File: src/rtl/hdlc_rx_pkg.sv
// Shared constants and the byte-wise check-sequence update for the HDLC receiver.
// Assumes 8-bit bytes sent least significant bit first.
package hdlc_rx_pkg;
    localparam int          BYTE_W      = 8;
    localparam int          FLAG_LEAD   = 6;        // bits of a flag pushed before its sixth one
    localparam logic [15:0] CRC_PRESET  = 16'hFFFF;
    localparam logic [15:0] CRC_GOOD    = 16'hF0B8;
    localparam logic [15:0] CRC_POLY    = 16'h8408;
    localparam logic [7:0]  ALL_CALL    = 8'hFF;

    // Advance the reflected 16-bit check by one byte, LSB first.
    function automatic logic [15:0] crc_byte(input logic [15:0] c_in, input logic [7:0] d);
        logic [15:0] c;
        c = c_in;
        for (int i = 0; i < BYTE_W; i++) begin
            if (c[0] ^ d[i]) c = (c >> 1) ^ CRC_POLY;
            else             c = c >> 1;
        end
        return c;
    endfunction
endpackage

File: src/rtl/hdlc_rx_bitproc.sv
// Line-level run-of-ones tracker. Classifies every valid bit as data, a
// stuffed zero, a flag end, an abort or nothing. Keeps the idle status.
// Assumes IDLE_ONES >= 8. Events are combinational from the current bit.
module hdlc_rx_bitproc #(
    parameter int IDLE_ONES = 15
) (
    input  logic clk,
    input  logic rst_n,
    input  logic rx_en,
    input  logic bit_in,
    input  logic bit_valid,
    output logic data_stb,
    output logic data_bit,
    output logic flag_stb,
    output logic abort_stb,
    output logic idle
);
    localparam int OW = $clog2(IDLE_ONES + 1);
    localparam logic [OW-1:0] FIVE    = OW'(5);
    localparam logic [OW-1:0] SIX     = OW'(6);
    localparam logic [OW-1:0] IDLE_M1 = OW'(IDLE_ONES - 1);
    localparam logic [OW-1:0] SAT     = OW'(IDLE_ONES);

    logic [OW-1:0] ones;
    logic          live;

    // Classify the incoming bit against the run of ones seen so far.
    always_comb begin
        live      = rx_en && bit_valid;
        data_stb  = live && (ones < FIVE);
        data_bit  = bit_in;
        flag_stb  = live && !bit_in && (ones == SIX);
        abort_stb = live &&  bit_in && (ones == SIX);
    end

    // Count consecutive ones (saturating) and track the idle line.
    always_ff @(posedge clk) begin
        if (!rst_n || !rx_en) begin
            ones <= '0;
            idle <= 1'b0;
        end else if (bit_valid) begin
            if (bit_in) begin
                if (ones != SAT) ones <= ones + OW'(1);
                if (ones == IDLE_M1) idle <= 1'b1;
            end else begin
                ones <= '0;
                idle <= 1'b0;
            end
        end
    end
endmodule

File: src/rtl/hdlc_rx_framer.sv
// Byte assembler, check-sequence accumulator, address filter and hold-back
// buffer. Acts on events from the bit tracker. Holds FCS_BYTES+1 bytes so that
// the check bytes are never written and the last data byte can carry the
// end-of-packet tags. Produces at most one FIFO write per cycle.
module hdlc_rx_framer
    import hdlc_rx_pkg::*;
#(
    parameter int FCS_BYTES = 2
) (
    input  logic              clk,
    input  logic              rst_n,
    input  logic              rx_en,
    input  logic              addr_en,
    input  logic [BYTE_W-1:0] addr_value,
    input  logic              data_stb,
    input  logic              data_bit,
    input  logic              flag_stb,
    input  logic              abort_stb,
    output logic              fifo_wr,
    output logic [BYTE_W-1:0] fifo_data,
    output logic              fifo_eop,
    output logic              fifo_fcs_ok,
    output logic              fifo_abort
);
    localparam int HOLD = FCS_BYTES + 1;
    localparam int HCW  = $clog2(HOLD + 1);
    localparam int NBW  = $clog2(BYTE_W);
    localparam logic [HCW-1:0] HOLD_FULL = HCW'(HOLD);
    localparam logic [NBW-1:0] LAST_BIT  = NBW'(BYTE_W - 1);
    localparam logic [NBW-1:0] LEAD_BITS = NBW'(FLAG_LEAD);

    logic              synced, in_frame, drop;
    logic [NBW-1:0]    nbits;
    logic [BYTE_W-1:0] acc;
    logic [15:0]       crc;
    logic [HCW-1:0]    hcnt;
    logic [BYTE_W-1:0] hold [HOLD];
    logic [BYTE_W-1:0] byte_next;
    logic              addr_miss;

    // Next byte value and address comparison for the byte now completing.
    always_comb begin
        byte_next = {data_bit, acc[BYTE_W-1:1]};
        addr_miss = addr_en && (byte_next != addr_value) && (byte_next != ALL_CALL);
    end

    // Frame state machine: realign on flags, drop on abort, assemble and hold bytes.
    always_ff @(posedge clk) begin
        if (!rst_n || !rx_en) begin
            synced      <= 1'b0;
            in_frame    <= 1'b0;
            drop        <= 1'b0;
            nbits       <= '0;
            acc         <= '0;
            crc         <= CRC_PRESET;
            hcnt        <= '0;
            fifo_wr     <= 1'b0;
            fifo_data   <= '0;
            fifo_eop    <= 1'b0;
            fifo_fcs_ok <= 1'b0;
            fifo_abort  <= 1'b0;
            for (int i = 0; i < HOLD; i++) hold[i] <= '0;
        end else begin
            fifo_wr     <= 1'b0;
            fifo_eop    <= 1'b0;
            fifo_fcs_ok <= 1'b0;
            fifo_abort  <= 1'b0;
            if (flag_stb) begin
                if (in_frame && !drop && hcnt == HOLD_FULL) begin
                    fifo_wr     <= 1'b1;
                    fifo_data   <= hold[0];
                    fifo_eop    <= 1'b1;
                    fifo_fcs_ok <= (crc == CRC_GOOD) && (nbits == LEAD_BITS);
                end
                synced   <= 1'b1;
                in_frame <= 1'b0;
                drop     <= 1'b0;
                nbits    <= '0;
                crc      <= CRC_PRESET;
                hcnt     <= '0;
            end else if (abort_stb) begin
                if (in_frame && !drop && hcnt != '0) begin
                    fifo_wr    <= 1'b1;
                    fifo_data  <= hold[0];
                    fifo_eop   <= 1'b1;
                    fifo_abort <= 1'b1;
                end
                synced   <= 1'b0;
                in_frame <= 1'b0;
            end else if (data_stb && synced) begin
                acc <= byte_next;
                if (nbits == LAST_BIT) begin
                    nbits    <= '0;
                    crc      <= crc_byte(crc, byte_next);
                    in_frame <= 1'b1;
                    if (!in_frame && addr_miss) begin
                        drop <= 1'b1;
                    end else if (!drop) begin
                        if (hcnt == HOLD_FULL) begin
                            fifo_wr   <= 1'b1;
                            fifo_data <= hold[0];
                            for (int i = 0; i < HOLD - 1; i++) hold[i] <= hold[i+1];
                            hold[HOLD-1] <= byte_next;
                        end else begin
                            for (int i = 0; i < HOLD; i++)
                                if (HCW'(i) == hcnt) hold[i] <= byte_next;
                            hcnt <= hcnt + HCW'(1);
                        end
                    end
                end else begin
                    nbits <= nbits + NBW'(1);
                end
            end
        end
    end
endmodule

File: src/rtl/hdlc_rx_deframer.sv
// Top of the HDLC receive deframer: bit tracker followed by the framer.
// Assumes one line bit per cycle with bit_valid high; FIFO writes are never refused.
module hdlc_rx_deframer
    import hdlc_rx_pkg::*;
#(
    parameter int IDLE_ONES = 15,
    parameter int FCS_BYTES = 2
) (
    input  logic              clk,
    input  logic              rst_n,
    input  logic              rx_en,
    input  logic              addr_en,
    input  logic [BYTE_W-1:0] addr_value,
    input  logic              bit_in,
    input  logic              bit_valid,
    output logic              idle_o,
    output logic              fifo_wr,
    output logic [BYTE_W-1:0] fifo_data,
    output logic              fifo_eop,
    output logic              fifo_fcs_ok,
    output logic              fifo_abort
);
    logic data_stb, data_bit, flag_stb, abort_stb;

    hdlc_rx_bitproc #(.IDLE_ONES(IDLE_ONES)) u_bits (
        .clk(clk), .rst_n(rst_n), .rx_en(rx_en),
        .bit_in(bit_in), .bit_valid(bit_valid),
        .data_stb(data_stb), .data_bit(data_bit),
        .flag_stb(flag_stb), .abort_stb(abort_stb), .idle(idle_o)
    );

    hdlc_rx_framer #(.FCS_BYTES(FCS_BYTES)) u_frame (
        .clk(clk), .rst_n(rst_n), .rx_en(rx_en),
        .addr_en(addr_en), .addr_value(addr_value),
        .data_stb(data_stb), .data_bit(data_bit),
        .flag_stb(flag_stb), .abort_stb(abort_stb),
        .fifo_wr(fifo_wr), .fifo_data(fifo_data), .fifo_eop(fifo_eop),
        .fifo_fcs_ok(fifo_fcs_ok), .fifo_abort(fifo_abort)
    );
endmodule

File: config.mk
export PLATFORM = sky130hd
export DESIGN_NAME = hdlc_rx_deframer
export DESIGN_NICKNAME = d
export VERILOG_FILES = /design/src/rtl/hdlc_rx_pkg.sv /design/src/rtl/hdlc_rx_bitproc.sv /design/src/rtl/hdlc_rx_framer.sv /design/src/rtl/hdlc_rx_deframer.sv
export SDC_FILE = /design/constraint.sdc
export NUM_CORES = 1
export LEC_CHECK = 0
export BUFFER_PORTS_ARGS = -buffer_cell sky130_fd_sc_hd__buf_4
export CORE_MARGIN = 3
export CORE_UTILIZATION = 30
export CTS_CLUSTER_SIZE = 24
export DETAILED_ROUTE_END_ITERATION = 10
export GPL_TIMING_DRIVEN = 0
export SETUP_SLACK_MARGIN = 0.15
export SLEW_MARGIN = 20
export SYNTH_ARGS = -nofsm -noshare
export SYNTH_HDL_FRONTEND = slang
export SYNTH_SLANG_ARGS = --single-unit
File: constraint.sdc
create_clock -name clk -period 5.2 [get_ports clk]
set_input_delay 1.3 -clock clk [delete_from_list [all_inputs] [get_ports clk]]
set_output_delay 1.3 -clock clk [all_outputs]
set_load 0.01 [all_outputs]
Word level (Yosys, flattened, before mapping)
Memory sizes are Yosys's and may differ from the RTL's. Cells that the tools add are included.

Reduce and logical (&&, ||, !) cells: 38. Equal/unequal tests: 17. Multiplexer cells: 112. Bitwise gates (word level): 28. $add $sub $neg: 3. Order comparisons: 1.

Operators by type and width (number): $mux 16 (43); $mux 8 (15); $mux 1 (51); $not 2->3 (8); $eq 16x16->1 const B (1); $logic_and 1x1->1 (14); $reduce_bool 3->1 (3); $mux 4 (2); $ne 8x8->1 (1); $ne 8x8->1 const B (1); $reduce_and 2->1 (4); $xor 1x1->1 (8); $reduce_and 7->1 (1); $eq 3x3->1 const B (2); $ne 2x1->1 const B (3); $ne 3x3->1 const B (2); $not 1->1 (6); $or 1x1->1 (6); $reduce_and 3->1 (2); $reduce_and 6->1 (1); $reduce_or 3->1 (2); $logic_not 1->1 (5); $add 4x1->4 const B (1); $eq 4x3->1 const B (1); other kinds (15) (16).

Input port bits: 14. Word-level logic and storage cells: 214. Memories: 1. Output and inout bits: 13. Flip-flop bits (word level): 49. RAM bits: 24.

Memory list: u_frame.hold (words 3, width 8, rd ports 3, clocked after Yosys merged registers in 0, wr ports 3, RTL line hdlc_rx_framer.sv:37) `logic [BYTE_W-1:0] hold [HOLD];`.

Logic depth before layout (Yosys ltp)
Gate-level depths: netlist of the first run.

Depth in word-level cells: 51. Gate-level depth with buffers: 9. Mapped depth without buffers: 7.

Modules after synthesis
A second synthesis of the first run with hierarchy kept.

Cells, all modules: 407. Area, all modules: 3657.3 µm².

By module, submodules not included: hdlc_rx_framer (cells each 366, area each 3331.9 µm², times used 1, seq. area each 1581.5 µm²); hdlc_rx_bitproc (cells each 41, area each 325.3 µm², times used 1, seq. area each 100.1 µm²).

Worst setup path before layout of the first run
No wires, ideal clock.

Path type: input-to-reg. Start: in bit_in. End: mem u_frame.hold[2][0], in the netlist u_frame.hold[0][16] (enable). Cell stages on the path: 6. Data required time: 4.816 ns. Path buffers: 1. Arrival: 2.874 ns. Library setup time: 0.384 ns. Slack: 1.942 ns. Cell sequence: buf_2 nand2_1 or4_1 o2111ai_2 nand3_1 o21ai_0.

RTL lines: start, declared (RTL line hdlc_rx_deframer.sv:14) `input logic bit_in,`; end, declared (RTL line hdlc_rx_framer.sv:37).

==> metrics.cfg, run 1 <==
[clock_tree]
cts.sinks = 72
numCtsBuffers = 9
hold_buffers = 0
clk_pin_slew_ps = 60
cts_tree = yes
h-tree-depth = 3
cts-root-buf = clkbuf_16
postCtsSetupRepairBufs = 0
clockBufferDepth = 2
clock_latency_ps = 340
cts.repair.resized = 0

[power]
vdd_drop_max_mv = 0.209
p_sw_w = 0.000277
intPower_w = 0.000998
comb_power_share_pct = 3.3
power_density_mw_per_mm2 = 308
p_seq_share_pct = 46.5
p_leak_nw = 1.64
switching_share_pct = 21.7
pwr-share-clk_pct = 50.2

[cells_and_area]
drive_above_1_share_pct = 16.3
utilization_pct = 37.5
syn_to_final_growth_pct = 19.8
antennaDiodeCount = 0
n_fill_cell = 1122
final_nets = 419

[yosys]
yosysTopAreaCell = dfxtp_1
syn_avg_cell_area_um2 = 9.64
synth_compound_area_share_pct = 10.7
syn-num-nets = 382
synth_xor_area_share_pct = 8.88
synth-warning-count = 0
yosysTopAreaCellShare_pct = 27.8
synth.yosys.seq_area_share_pct = 48.7
synth_common_cells = dfxtp_1, nand2_1, inv_1, edfxtp_1, xnor2_1
async_flop_share_pct = 0
synth_area_leaders = dfxtp_1, edfxtp_1, xnor2_1
synthMuxAreaShare_pct = 4.97
synthesis.area_mm2 = 0.00345
synth_top_family_by_area = simple AND/OR/NAND/NOR gates
synth-simple-area-share_pct = 16.4
syn_inst = 358
synth-seq-cells = 72
synth_ff_type = dfxtp_1
synthAdderAreaFrac_pct = 3.63
synth_cell_types = 40
synth-edff-count = 24

[place]
hpwl_mm = 5.56
placement.io_buffers = 26
gp_congestion = 0.794

[global_routing]
gr-total-overflow = 0
grt_pass1_vias = 2597
grt.total_usage_pct = 12.3
antenna_found_initial = 0
grt_pass1_wl_mm = 12.7
grt_max_degree = 15

[drt]
routed_wl_mm = 7.46
via_per_inst = 4.86
avgRoutedWirePerCell_um = 13.8
vias = 2625
drc = 0
postRouteAntennaNets = 0
drt_iter0_markers = 163
dr.pass1.iters = 4

[setup_path]
crit_top_cell = buf_2
path_cells = buf_4, buf_2, nand2_1, or4_1, o2111ai_2, nand3_1, buf_2, o21ai_1
cp.arrival_ps = 3290
worst-path-buf-inv = 3
rrSetupSlack_ps = 2610
cpPeakStageDelay_ps = 610
endpoint_kind = flip-flop
cp_data_required_time_ps = 5170
path_class = input pin to flip-flop
critPathMaxFanout = 10
critPathLaunchType = input pin
critPathSlowestCell = o21ai_1
cpLargestDelayFamily = compound AO/OA/AOI/OAI gates

[sta]
rsz0062_at_grt = no
fin_crit_sh_pct = 63.9
max_slew_margin_pct = 50.3
layout_min_cycle_time_ps = 3320
worstMarginPinSlew_ps = 741
skew_ps = 9.73
hold_viol_final = 0
max_freq_mhz = 301
tns_ps = 0
setup_violations = 0
slew_violations = 0

[die]
die_y_um = 113
initial_utilization_pct = 31.3
io_pins = 27
core_area_mm2 = 0.0110
die_w_um = 113
rows = 38
die-area_mm2 = 0.0128

[flow_run]
maxCapViolations = 0

[worst_hold_path]
hp-class = flip-flop to flip-flop

[status]
status = completed

[power by group through the flow]
stage | registers [W] | clock network (W) | logic [W]
after floorplan | 0.000604 | 0 | 0.0000251
after global placement | 0.000605 | 0 | 0.0000409
after detailed placement | 0.000605 | 0 | 0.0000419
after CTS | 0.000593 | 0.000657 | 0.0000421
after global routing | 0.000594 | 0.000687 | 0.0000463
final | 0.000593 | 0.000640 | 0.0000417
[placed cells by master (no fill, tap or decap), types with 2 or more instances in the layout]
cell / synthesis / final
a21oi_1: 11 / 11
a41oi_1: 3 / 3
and2_1: 2 / 2
and3_1: 2 / 2
buf_2: 9 / 9
buf_4: 0 / 26
buf_6: 2 / 2
clkbuf_1: 11 / 11
clkbuf_16: 0 / 9
dfxtp_1: 48 / 48
edfxtp_1: 24 / 24
ha_1: 10 / 10
inv_1: 30 / 30
inv_2: 2 / 2
inv_6: 0 / 3
mux2i_1: 16 / 16
nand2_1: 48 / 48
nand2b_1: 3 / 3
nand3_1: 12 / 12
nand4_1: 7 / 7
nand4_2: 2 / 2
nor2_1: 21 / 21
nor3_1: 10 / 10
nor4_1: 2 / 2
o211ai_1: 13 / 13
o21ai_0: 3 / 2
o21ai_1: 3 / 4
o22ai_1: 11 / 11
o22ai_2: 5 / 5
or3_1: 2 / 2
xnor2_1: 22 / 22
xor2_1: 13 / 13
[worst register-to-register path, stage by stage (launching register included)]
cell       delay (ps)
dfxtp_1           300
buf_2             180
nand4_1           100
or4_1             490
o2111ai_2         190
nand3_1           150
buf_2             210
o21ai_1           610
[area by class of cell]
| cell class | instances | area, µm² | share of cell area (%) |
|---|---|---|---|
| clock inverters | 6 | 72.6 | 1.76 |
| plain buffers | 22 | 109 | 2.63 |
| multi-input cells | 232 | 1540 | 37.3 |
| flip-flops and latches | 72 | 1680 | 40.7 |
| well taps | 140 | 175 | 4.24 |
| clock buffers | 10 | 239 | 5.78 |
| repair buffers | 26 | 195 | 4.72 |
| inverters | 32 | 120 | 2.91 |
[layer usage]
metal,part of all wire [%],GRT usage [%]
met1,48,16.6
met2,46,19.1
met3,5.2,4.22
met4,1.0,2.88
met5,0,0
[metrics by stage]
step	hold WS [ps]	cell area, µm²	power [W]	worst slack [ps]	instances
after global placement	445	3820	0.000646	1450	524
after CTS	465	4130	0.00129	1730	540
after global routing	487	4130	0.00133	1720	540
final	459	4130	0.00127	1880	540
after detailed placement	457	3820	0.000647	1370	524
after floorplan	470	3450	0.000629	1940	358
[kinds of logic after synthesis]
group | Yosys count
xor+xnor | 35
mux | 17
simple gates | 118
buf+inv | 54
fa+ha+maj | 10
compound gates | 52
flops | 72
[sequential cells by signal, summed over array words and instances (netlist names)]
name / cells
u_frame.fifo_data: 8
u_frame.drop: 1
u_frame.fifo_fcs_ok: 1
u_frame.fifo_abort: 1
u_frame.fifo_eop: 1
u_frame.synced: 1
u_frame.acc: 7
u_frame.fifo_wr: 1
u_frame.nbits: 3
u_bits.ones: 4
u_frame.crc: 16
u_frame.hold: 24
u_bits.idle: 1
u_frame.hcnt: 2
u_frame.in_frame: 1
[final timing paths]
check	end	from	cells past startpoint
max	u_frame.hold[0][10]	bit_in	8
min	u_frame.fifo_data[7]	u_frame.fifo_data[7]	2
max reg2reg	u_frame.hold[0][10]	u_frame.acc[6]	7
min reg2reg	u_frame.fifo_data[7]	u_frame.fifo_data[7]	2
Power figures use the tool's default switching activity.
==> inputs of run 2 (changes only) <==
--- a/config.mk
+++ b/config.mk
@@ -5,6 +5,7 @@
 export SDC_FILE = /design/constraint.sdc
 export NUM_CORES = 1
 export LEC_CHECK = 0
+export ABC_AREA = 1
 export BUFFER_PORTS_ARGS = -buffer_cell sky130_fd_sc_hd__buf_4
 export CORE_MARGIN = 3
 export CORE_UTILIZATION = 30
==> constraint.sdc (replaced) <==
create_clock -name clk -period 3.3 [get_ports clk]
set_input_delay 0.825 -clock clk [delete_from_list [all_inputs] [get_ports clk]]
set_output_delay 0.825 -clock clk [all_outputs]
set_load 0.01 [all_outputs]
==> run 2 against run 1 <==
Via count is 14% higher; sequential cell count stayed put; register-to-register slack got worse by 1800 ps; clock power grew 51%; largest cell class is now multi-input gates.
==> metrics.cfg, run 2 <==
[status]
status = completed

[drt]
wl_met2_mm = 3.44  ; +0.97%
route.met3.wl_um = 433  ; +11%
dr.pass1.iters = 5  ; +1
drt_iter0_markers = 174  ; +6.7%
avgRoutedWirePerCell_um = 12.1  ; -12%
postRouteAntennaNets = 0  ; unchanged
drc = 0  ; unchanged
wl_met1_mm = 3.89  ; +8.5%
top_layer = met4
via_per_inst = 4.59  ; -5.5%
routed_wl_mm = 7.85  ; +5.3%
vias = 2982  ; +14%

[clock_tree]
cts_tree = yes
clk_pin_slew_ps = 60  ; about the same
cts-root-buf = clkbuf_16
hold_buffers = 0  ; unchanged
cts.sinks = 72  ; unchanged
clockBufferDepth = 2  ; unchanged
clock_latency_ps = 330  ; about the same
h-tree-depth = 3  ; unchanged
cts.repair.resized = 0  ; unchanged
postCtsSetupRepairBufs = 0  ; unchanged
numCtsBuffers = 9  ; unchanged

[setup_path]
critPathLaunchType = flip-flop
path_class = flip-flop to flip-flop
cpPeakStageDelay_ps = 340  ; -270 ps
cp.arrival_ps = 2440  ; -850 ps
crit_top_cell = nand2_1
cpLargestDelayFamily = simple AND/OR/NAND/NOR gates
reg2reg_from = u_bits.ones[0]
worst-path-buf-inv = 2  ; -1
rrSetupSlack_ps = 860  ; -1750 ps
path_cells = inv_1, ha_1, inv_1, nor3_2, nand2_1, nand3_1, nand2_2, nor2_4, nand2_1, nand2_1
critPathSlowestCell = dfxtp_1
cp-startpoint = u_bits.ones[0]
cp_data_required_time_ps = 3290  ; -1880 ps
endpoint_kind = flip-flop
critPathMaxFanout = 8  ; -2

[place]
placement.io_buffers = 25  ; -3.8%
dpl_worst_slack_ps = 580  ; -786 ps
hpwl_mm = 5.95  ; +7.0%
gp_congestion = 0.898  ; +13%

[power]
power_density_mw_per_mm2 = 452  ; +47%
p_leak_nw = 1.94  ; +19%
power_w = 0.00197  ; +54%
vdd_drop_max_mv = 0.223  ; +6.8%

[die]
die-area_mm2 = 0.0137  ; +6.6%
core_area_mm2 = 0.0117  ; +6.2%
rows = 39  ; +2.6%
die_y_um = 117  ; +3.3%
die_w_um = 117  ; +3.3%
io_pins = 27  ; unchanged
initial_utilization_pct = 31.5  ; +0.24 points

[sta]
slew_violations = 0  ; unchanged
fin_ws_ps = 859  ; -1020 ps
max_freq_mhz = 410
holdWs_ps = 463  ; +4.13 ps
fin_crit_sh_pct = 74.0
hold_viol_final = 0  ; unchanged
layout_min_cycle_time_ps = 2440
setup_violations = 0  ; unchanged
worstMarginPinSlew_ps = 575  ; -166 ps
rsz0062_at_grt = no
max_slew_margin_pct = 61.5  ; +11 points
tns_ps = 0  ; unchanged
skew_ps = 7.30  ; -2.43 ps

[cells_and_area]
drive_above_1_share_pct = 15.6  ; -0.64 points
antennaDiodeCount = 0  ; unchanged
top_register = u_frame.hold
layout_commonest_cell = nand2_1
final_nets = 525  ; +25%
final_cell_mix = nand2_1, inv_1, dfxtp_1
syn_to_final_growth_pct = 17.9
reg.largest.list = u_frame.hold x24, u_frame.crc x16, u_frame.fifo_data x8
n_fill_cell = 1236  ; +10%
largest_reg_flops = 24  ; unchanged

[global_routing]
grt_pass1_wl_mm = 13.3  ; +4.3%
gr-total-overflow = 0  ; unchanged
grt_max_degree = 14  ; -1
antenna_found_initial = 0  ; unchanged
grt_pass1_vias = 2782  ; +7.1%
grt.total_usage_pct = 12.3  ; +0.022 points

[yosys]
syn_avg_cell_area_um2 = 7.94  ; -18%
syn-num-nets = 489  ; +28%
synth_ff_type = dfxtp_1
synth-seq-cells = 72  ; unchanged
syn_inst = 465  ; +30%
synth-warning-count = 0  ; unchanged
synth-edff-count = 24  ; unchanged
yosysTopAreaCell = dfxtp_1
synth_common_cells = nand2_1, inv_1, dfxtp_1, nor2_1, a21oi_1
synth_cell_types = 34  ; -15%
synth_area_leaders = dfxtp_1, edfxtp_1, nand2_1
synthesis.area_mm2 = 0.00369  ; +7.0%
synth.yosys.seq_area_share_pct = 45.5  ; -3.2 points
yosysMostFrequentCell = nand2_1
async_flop_share_pct = 0  ; unchanged
yosysTopAreaCellShare_pct = 26.0  ; -1.8 points

[flow_run]
maxCapViolations = 0  ; unchanged

[worst_hold_path]
hp-class = flip-flop to flip-flop
hold_path_startpoint = u_frame.fifo_data[2]

[run 2: cell types whose count changed after synthesis, moves of 9 or more]
cell / before / now
o22ai_1: 11 / 0
inv_1: 30 / 61
nor2_1: 21 / 36
o21ai_0: 3 / 23
nand2_1: 48 / 113
nand2_2: 0 / 9
mux2i_1: 16 / 0
a21oi_1: 11 / 34
[run 2: path summary, 6_finish.rpt]
check                                       endpoint  depth (start not counted)
worst max-delay path             u_frame.hold[0][12]                         10
worst min-delay path            u_frame.fifo_data[2]                          2
worst max register to register   u_frame.hold[0][12]                         10
worst min register to register  u_frame.fifo_data[2]                          2
[run 2: logic make-up (layout without fill, tap and decap cells)]
kind of cell,count (synthesis),count (layout),share of synthesized area [%]
flip-flops,72,72,45.5
AO/OA/AOI/OAI,72,72,10.7
XOR/XNOR,21,21,4.98
AND/OR/NAND/NOR,212,212,26.5
adder cells (fa/ha/maj),10,10,3.39
buffers and inverters,78,119,8.84
[run 2: final cells by class]
class | instances | area (µm²) | share of cell area, %
tap | 143 | 179 | 4.11
clock buffer | 9 | 225 | 5.17
clock inverter | 7 | 68.8 | 1.58
buffer | 13 | 80.1 | 1.84
inverter | 65 | 246 | 5.66
multi-input combinational | 315 | 1680 | 38.7
sequential | 72 | 1680 | 38.6
timing repair buffer | 25 | 188 | 4.31
[run 2: routing by layer]
| metal | GRT usage, % | up-vias |
|---|---|---|
| met4 | 3.06 | 0 |
| met3 | 3.60 | 8 |
| met2 | 18.6 | 69 |
| met5 | 0 | - |
| li1 | - | 1571 |
| met1 | 17.4 | 1334 |
[run 2: tightest hold or removal path: stages, from the launching register on]
cell and delay (ps):
dfxtp_1 310, nand2_1 60, a21oi_1 50
[run 2: power breakdown]
part	switching [W]	internal (W)
Combinational	0.0000446	0.0000257
Sequential	0.00000458	0.000930
Clock	0.000378	0.000586
[run 2: per-stage QoR]
stage	instances	area [µm²]	util, %
2_1_floorplan	465	3690	-
3_3_place_gp	633	4060	34.7
3_5_place_dp	633	4060	34.7
4_1_cts	649	4350	37.2
5_1_grt	649	4350	37.2
6_report	649	4350	37.2
==> inputs of run 3 (changes only) <==
--- a/config.mk
+++ b/config.mk
@@ -5,7 +5,7 @@
 export SDC_FILE = /design/constraint.sdc
 export NUM_CORES = 1
 export LEC_CHECK = 0
-export ABC_AREA = 1
+export ABC_AREA = 0
 export BUFFER_PORTS_ARGS = -buffer_cell sky130_fd_sc_hd__buf_4
 export CORE_MARGIN = 3
 export CORE_UTILIZATION = 30
==> constraint.sdc (replaced) <==
create_clock -name clk -period 2.4 [get_ports clk]
set_input_delay 0.6 -clock clk [delete_from_list [all_inputs] [get_ports clk]]
set_output_delay 0.6 -clock clk [all_outputs]
set_load 0.01 [all_outputs]
==> run 3 against run 2 <==
Hold slack got worse by 2.7 ps; largest power group unchanged; critical endpoint is now u_frame.hold[0][9]; first-iteration DRC count shrank 30%; clock skew is essentially flat; via count down 13%; die area down 6.2%; clock power rose by 60%.
==> metrics.cfg, run 3 (synthesis gave the netlist of run 1 again) <==
[status]
status = completed

[die]
core_area_mm2 = 0.0110  ; -5.8%
initial_utilization_pct = 31.3  ; -0.24 points
die-area_mm2 = 0.0128  ; -6.2%
die_y_um = 113  ; -3.2%
die_w_um = 113  ; -3.2%
rows = 38  ; -2.6%
io_pins = 27  ; unchanged

[cells_and_area]
drive_above_1_share_pct = 19.4  ; +3.7 points
top_register = u_frame.hold
layout_commonest_cell = nand2_1
largest_reg_flops = 24  ; unchanged
reg.largest.list = u_frame.hold x24, u_frame.crc x16, u_frame.fifo_data x8
final_cell_mix = nand2_1, dfxtp_1, buf_4
syn_to_final_growth_pct = 24.0
final_cell_area_mm2 = 0.00428  ; -1.7%
antennaDiodeCount = 0  ; unchanged
final_nets = 422  ; -20%
utilization_pct = 38.8  ; +1.6 points

[drt]
via_per_inst = 4.79  ; +4.3%
drt_iter0_markers = 122  ; -30%
top_layer = met4
wl_met2_mm = 3.56  ; +3.3%
dr.pass1.iters = 4  ; -1
avgRoutedWirePerCell_um = 14.1  ; +17%
wl_met1_mm = 3.60  ; -7.3%
postRouteAntennaNets = 0  ; unchanged
vias = 2603  ; -13%
routed_wl_mm = 7.66  ; -2.4%
route.met3.wl_um = 341  ; -21%
drc = 0  ; unchanged

[setup_path]
worst-path-buf-inv = 2  ; unchanged
path_cells = clkbuf_4, nand4_1, or4_4, o2111ai_4, nand3_2, buf_6, o21ai_4
path_class = flip-flop to flip-flop
critPathSlowestCell = or4_4
cp.arrival_ps = 2170  ; -270 ps
cpLargestDelayFamily = simple AND/OR/NAND/NOR gates
cpPeakStageDelay_ps = 500  ; +160 ps
cp_data_required_time_ps = 2410  ; -880 ps
endpoint_kind = flip-flop
critPathMaxFanout = 10  ; +2
critPathLaunchType = flip-flop

[power]
p_sw_w = 0.000594  ; +39%
pwr-share-clk_pct = 52.7  ; +3.7 points
p_seq_share_pct = 43.8  ; -3.7 points
switching_share_pct = 20.3  ; -1.4 points
intPower_w = 0.00233  ; +52%
vdd_drop_max_mv = 0.351  ; +58%
comb_power_share_pct = 3.4  ; -0.2 points
power_density_mw_per_mm2 = 685  ; +51%
power_w = 0.00293  ; +49%
p_leak_nw = 1.67  ; -14%

[clock_tree]
cts_tree = yes
clock_latency_ps = 340  ; about the same
clk_pin_slew_ps = 60  ; about the same
cts-root-buf = clkbuf_16
cts.sinks = 72  ; unchanged
h-tree-depth = 3  ; unchanged
hold_buffers = 0  ; unchanged
numCtsBuffers = 9  ; unchanged
clockBufferDepth = 2  ; unchanged

[sta]
hold_viol_final = 0  ; unchanged
skew_ps = 7.04  ; -0.259 ps
worstMarginPinSlew_ps = 564  ; -11.4 ps
slew_violations = 0  ; unchanged
max_slew_margin_pct = 62.4  ; +0.90 points
max_freq_mhz = 461  ; +13%
fin_ws_ps = 232  ; -627 ps
setup_violations = 0  ; unchanged
fin_crit_sh_pct = 90.3  ; +16 points
layout_min_cycle_time_ps = 2170  ; -273 ps
rsz0062_at_grt = yes
tns_ps = 0  ; unchanged

[global_routing]
antenna_found_initial = 0  ; unchanged
grt_pass1_wl_mm = 12.9  ; -2.8%
gr-total-overflow = 0  ; unchanged
grt.total_usage_pct = 12.6  ; +0.25 points
grt_max_degree = 14  ; unchanged
grt_pass1_vias = 2600  ; -6.5%

[place]
post_dp_cell_area_mm2 = 0.00387  ; -4.7%
dpl_worst_slack_ps = -166  ; -746 ps
placement.io_buffers = 26  ; +4.0%
hpwl_mm = 5.64  ; -5.2%
gp_congestion = 0.835  ; -7.1%

[worst_hold_path]
hp-class = flip-flop to flip-flop

[flow_run]
maxCapViolations = 0  ; unchanged

-- run 3: per-stage QoR --
step	hold WS (ps)	std cells
3_3_place_gp	446	524
6_report	460	543
2_1_floorplan	470	358
5_1_grt	480	543
4_1_cts	465	540
3_5_place_dp	453	524
-- run 3: worst paths after layout --
check | start | end | slack [ps] | cells after the start
setup / recovery | u_frame.acc[4] | u_frame.hold[0][9] | 230 | 7
hold / removal | u_frame.fifo_data[6] | u_frame.fifo_data[6] | 460 | 2
setup reg to reg | u_frame.acc[4] | u_frame.hold[0][9] | 230 | 7
hold reg to reg | u_frame.fifo_data[6] | u_frame.fifo_data[6] | 460 | 2
-- run 3: power groups by stage --
stage	clock network (W)	registers (W)	logic [W]
after floorplan	0	0.00131	0.0000590
after global placement	0	0.00131	0.0000944
after detailed placement	0	0.00131	0.0000967
after CTS	0.00157	0.00128	0.0000973
after global routing	0.00161	0.00129	0.000111
final	0.00154	0.00128	0.000101
-- run 3: what timing repair did --
item	4_1_cts	5_1_grt
setup buffers	0	3
gates resized for setup	3	15
cloned	0	0
setup endpoints to repair	16	41
pin swaps	1	3
-- run 3: routing by layer --
| layer | GRT usage (%) | vias to the layer above |
|---|---|---|
| met5 | 0 | - |
| met4 | 5.77 | 0 |
| met3 | 3.10 | 12 |
| met2 | 20.3 | 42 |
| met1 | 15.9 | 1239 |
| li1 | - | 1310 |
-- run 3: worst register-to-register path: stages, from the launching register on --
cell	delay, ps
dfxtp_1	310
clkbuf_4	180
nand4_1	100
or4_4	500
o2111ai_4	150
nand3_2	140
buf_6	180
o21ai_4	290
-- run 3: layout make-up --
type,instances,area (µm²)
Inverter,32,120
Clock buffer,9,225
Sequential cell,72,1680
Multi-Input combinational cell,232,1600
Tap cell,140,175
Fill cell,1095,6750
Clock inverter,7,120
Buffer,22,133
Timing Repair Buffer,29,218
